===== config.mk =====
export PLATFORM = sky130hd
export DESIGN_NAME = pt_walker
export DESIGN_NICKNAME = d
export VERILOG_FILES = /design/src/rtl/pt_walker.sv
export SDC_FILE = /design/constraint.sdc
export NUM_CORES = 1
export LEC_CHECK = 0
export BUFFER_PORTS_ARGS = -buffer_cell sky130_fd_sc_hd__buf_2
export CAP_MARGIN = 25
export CORE_ASPECT_RATIO = 0.75
export CORE_MARGIN = 1
export CORE_UTILIZATION = 30
export CTS_CLUSTER_DIAMETER = 150
export DETAILED_ROUTE_END_ITERATION = 8
export PLACE_DENSITY = 0.56
export SYNTH_ARGS = -nofsm -noshare
export SYNTH_HDL_FRONTEND = slang
export SYNTH_SLANG_ARGS = --single-unit

===== constraint.sdc =====
create_clock -name clk -period 2 [get_ports clk]
set_input_delay 0.3 -clock clk [delete_from_list [all_inputs] [get_ports clk]]
set_output_delay 0.3 -clock clk [all_outputs]
set_load 0.005 [all_outputs]

===== src/rtl/pt_walker.sv =====
module pt_walker #(
  parameter int AW = 32
) (
  input  logic          clk,
  input  logic          rst_n,
  input  logic          start,
  input  logic [AW-1:0] va,
  input  logic [AW-1:0] tbl_base,
  output logic          busy,
  output logic          mem_req,
  output logic [AW-1:0] mem_addr,
  input  logic          mem_gnt,
  input  logic          mem_rvalid,
  input  logic [31:0]   mem_rdata,
  output logic          done,
  output logic          fault,
  output logic [AW-1:0] pa,
  output logic [1:0]    pg_size
);
  typedef enum logic [2:0] {S_IDLE, S_REQ1, S_WAIT1, S_REQ2, S_WAIT2} st_t;
  st_t st;
  logic [31:0] va_q;
  logic [31:0] base_q;
  logic [31:0] l2_base;
  logic [1:0] code;

  assign code    = mem_rdata[1:0];
  assign busy    = (st != S_IDLE);
  assign mem_req = (st == S_REQ1) || (st == S_REQ2);
  assign mem_addr = (st == S_REQ2) ? {l2_base[31:10], va_q[19:12], 2'b00}
                                   : {base_q[31:14], va_q[31:20], 2'b00};

  always_ff @(posedge clk) begin
    if (!rst_n) begin
      st <= S_IDLE;
      va_q <= '0;
      base_q <= '0;
      l2_base <= '0;
      done <= 1'b0;
      fault <= 1'b0;
      pa <= '0;
      pg_size <= '0;
    end else begin
      done <= 1'b0;
      case (st)
        S_IDLE: if (start) begin
          va_q <= va;
          base_q <= tbl_base;
          st <= S_REQ1;
        end
        S_REQ1: if (mem_gnt) st <= S_WAIT1;
        S_WAIT1: if (mem_rvalid) begin
          if (code == 2'd1) begin
            l2_base <= mem_rdata;
            st <= S_REQ2;
          end else begin
            done <= 1'b1;
            st <= S_IDLE;
            if (code == 2'd2) begin
              fault <= 1'b0;
              pa <= {mem_rdata[31:20], va_q[19:0]};
              pg_size <= 2'd2;
            end else begin
              fault <= 1'b1;
              pa <= '0;
              pg_size <= 2'd0;
            end
          end
        end
        S_REQ2: if (mem_gnt) st <= S_WAIT2;
        S_WAIT2: if (mem_rvalid) begin
          done <= 1'b1;
          st <= S_IDLE;
          if (mem_rdata[1]) begin
            fault <= 1'b0;
            pa <= {mem_rdata[31:12], va_q[11:0]};
            pg_size <= 2'd0;
          end else if (mem_rdata[0]) begin
            fault <= 1'b0;
            pa <= {mem_rdata[31:16], va_q[15:0]};
            pg_size <= 2'd1;
          end else begin
            fault <= 1'b1;
            pa <= '0;
            pg_size <= 2'd0;
          end
        end
        default: st <= S_IDLE;
      endcase
    end
  end
endmodule


==> flow_metrics.env <==
export IMPL_hold_class="in2reg"
export IMPL_yosys_cell_types_count=38
export IMPL_synth_commonest_cells="dfxtp_1 (111), nand2_1 (104), a21boi_1 (51), nor2b_1 (50), mux2_1 (30)"
export IMPL_avgSynthCellArea_um2=9.524
export IMPL_die_w_um=147.5
export IMPL_finalCritPeriodShare=0.9840
export IMPL_grt_pass1_wl_um=21070
export IMPL_crit_fanout=15
export IMPL_drc_errors=0
export IMPL_worst_hold_startpoint="tbl_base[16]"
export IMPL_track_usage=0.1655
export IMPL_clkLatencyLatePin_ns=0.35
export IMPL_final_min_clock_period_ns=1.968
export IMPL_grt_max_degree=112
export IMPL_synthFlopType="dfxtp_1"
export IMPL_fin_hold_ws_ns=0.1727
export IMPL_yosysSeqAreaShare=0.4666
export IMPL_worstPathRequired_ns=1.70
export IMPL_skew_ns=0.006624
export IMPL_setup_violations=0
export IMPL_cts_root_buf="clkbuf_16"
export IMPL_timing_final_max_slew_violations=0
export IMPL_hold_violations=0
export IMPL_syn_inst=500
export IMPL_drt_iter0_drc=225
export IMPL_timing_rr_start="st[2]$_SDFFE_PN0P_"
export IMPL_yosysTopAreaCellShare=0.4666
export IMPL_clkSinkCount=111
export IMPL_syn_area_mm2=0.004762
export IMPL_via_per_inst=4.734
export IMPL_arrival_ns=1.67
export IMPL_cellPowerDensity_mw_per_mm2=789.7
export IMPL_vias=4000
export IMPL_htreeDepth=3
export IMPL_place_inst=826
export IMPL_io_pins=171
export IMPL_cp_start_kind="register"
export IMPL_syn2layout_area_growth_pct=27.22
export IMPL_final_cell_area_mm2=0.006058
export IMPL_antenna_found_initial=1
export IMPL_yosys_area_top_type="dfxtp_1"
export IMPL_grt_overflow=0
export IMPL_ctsLongestPathBuffers=2
export IMPL_dpl_cell_area_mm2=0.005712
export IMPL_ys_warn_count=0
export IMPL_cts_buffers=9
export IMPL_p_leak_nw=2.804
export IMPL_wl_um=13430
export IMPL_dieArea_mm2=0.01639
export IMPL_rsz0062_at_grt="true"
export IMPL_yosysMostFrequentCell="dfxtp_1"
export IMPL_start_util=0.3098
export IMPL_wl_per_cell_um=15.89
export IMPL_total_power_mw=4.784
export IMPL_status="finished, final reports clean"
export IMPL_die_height_um=111.1
export IMPL_drt_first_pass_iters=4
export IMPL_synth_area_leaders="dfxtp_1 (47%), nand2_1 (8.2%), a21boi_1 (8.0%), mux2_1 (7.1%), nor2b_1 (6.6%)"
export IMPL_synth_seq_cells=111
export IMPL_nNetsFinal=735
export IMPL_rows=39
export IMPL_ir_worst_vdd_mv=0.3892
export IMPL_grt_pass1_vias=3962
export IMPL_clock_fmax_mhz=508.1
export IMPL_hpwl_um=9156
export IMPL_final_antenna_net_count=0
export IMPL_cap_viol_max_count=0
export IMPL_worstSetupPathType="reg2out"
export IMPL_path_clk_slew_ns=0.07
export IMPL_crit_path_end_kind="primary output"
export IMPL_core_area_mm2=0.01537
export IMPL_tritoncts="done"
export IMPL_synth_enable_flop_cells=0
export IMPL_drive_gt1_frac=0.3083
export IMPL_finalNonFillerCells=845
export IMPL_final_setup_tns_ns=0
export IMPL_async_flop_share=0
export IMPL_crit_path_start="st[2]$_SDFFE_PN0P_"
export IMPL_gp_congestion=0.7550
export IMPL_port_buffers=146
[what timing repair did]
action | CTS | global route
hold buffers | 0 | 0
gates cloned | 0 | 1
setup endpoints to repair | 20 | 30
resized for setup | 0 | 6
buffers inserted | 0 | 1
[registers in the layout, indices dropped and copies added (netlist names)]
register / flops
base_q: 18
done: 1
fault: 1
l2_base: 22
pa: 32
pg_size: 2
st: 3
va_q: 32
[metal layers]
metal / share of wire / GRT usage / vias up
li1: - / - / 1982
met2: 0.42 / 0.2456 / 128
met3: 0.077 / 0.05144 / 12
met4: 0.011 / 0.04536 / 0
met1: 0.49 / 0.2291 / 1878
met5: 0 / 0 / -
[through the flow]
step / util / setup WS [ns]
floorplan: - / 0.3875
global placement: 0.3716 / 0.3950
detailed placement: 0.3716 / 0.3820
CTS: 0.3907 / -0.02119
global route: 0.3940 / -0.02807
finish: 0.3941 / 0.03191
[area by class of cell]
type,count,area (um^2)
Inverter,2,7.507
Fill cell,1545,9313
Timing Repair Buffer,165,940.9
Clock inverter,5,41.29
Sequential cell,111,2225
Antenna cell,1,2.502
Multi-Input combinational cell,345,2332
Tap cell,205,256.5
Clock buffer,11,252.7
[cell families (layout without fill, tap and decap cells)]
family                 after synthesis  after routing  share of synthesized area
AND/OR/NAND/NOR                    184            184                     0.1886
flip-flops                         111            111                     0.4666
AO/OA/AOI/OAI                      104            104                     0.1718
multiplexers                        54             54                     0.1214
buffers and inverters               45            183                    0.04887
other                                1              3                  0.0007875
XOR/XNOR                             1              1                   0.001840
[worst max-delay path, stage by stage, from the launching register on]
cell,delay (ns)
dfxtp_2,0.32
and2b_1,0.19
nand2_2,0.12
clkbuf_16,0.21
mux2_1,0.34
buf_2,0.13
[worst paths after layout]
kind,endpoint,slack (ns),cells after the start
setup / recovery,mem_addr[18],0.03,5
hold / removal,base_q[16]$_SDFFE_PN0P_,0.17,3
setup reg to reg,pa[15]$_SDFFE_PN0P_,0.45,5
hold reg to reg,base_q[29]$_SDFFE_PN0P_,0.45,2
[power by group]
group | switching, mW | leakage, nW | total (mW) | internal [mW]
registers | 0.0546 | 0.903 | 2.36 | 2.31
clock network | 0.848 | 0.144 | 1.77 | 0.925
logic | 0.358 | 1.76 | 0.650 | 0.292
total | 1.26 | 2.80 | 4.78 | 3.52
[placed cells by master, fill, tap and decap left out, types with 6 or more instances in the layout]
master	instances
clkbuf_16	10
mux2i_1	24
buf_2	146
buf_4	14
mux2_1	26
dfxtp_1	109
nor2b_1	49
a221oi_1	8
nand2_1	103
nor2_1	13
a32oi_1	25
o21ai_1	6
a21boi_1	51
Note: power is estimated with default switching activity, not from simulation.
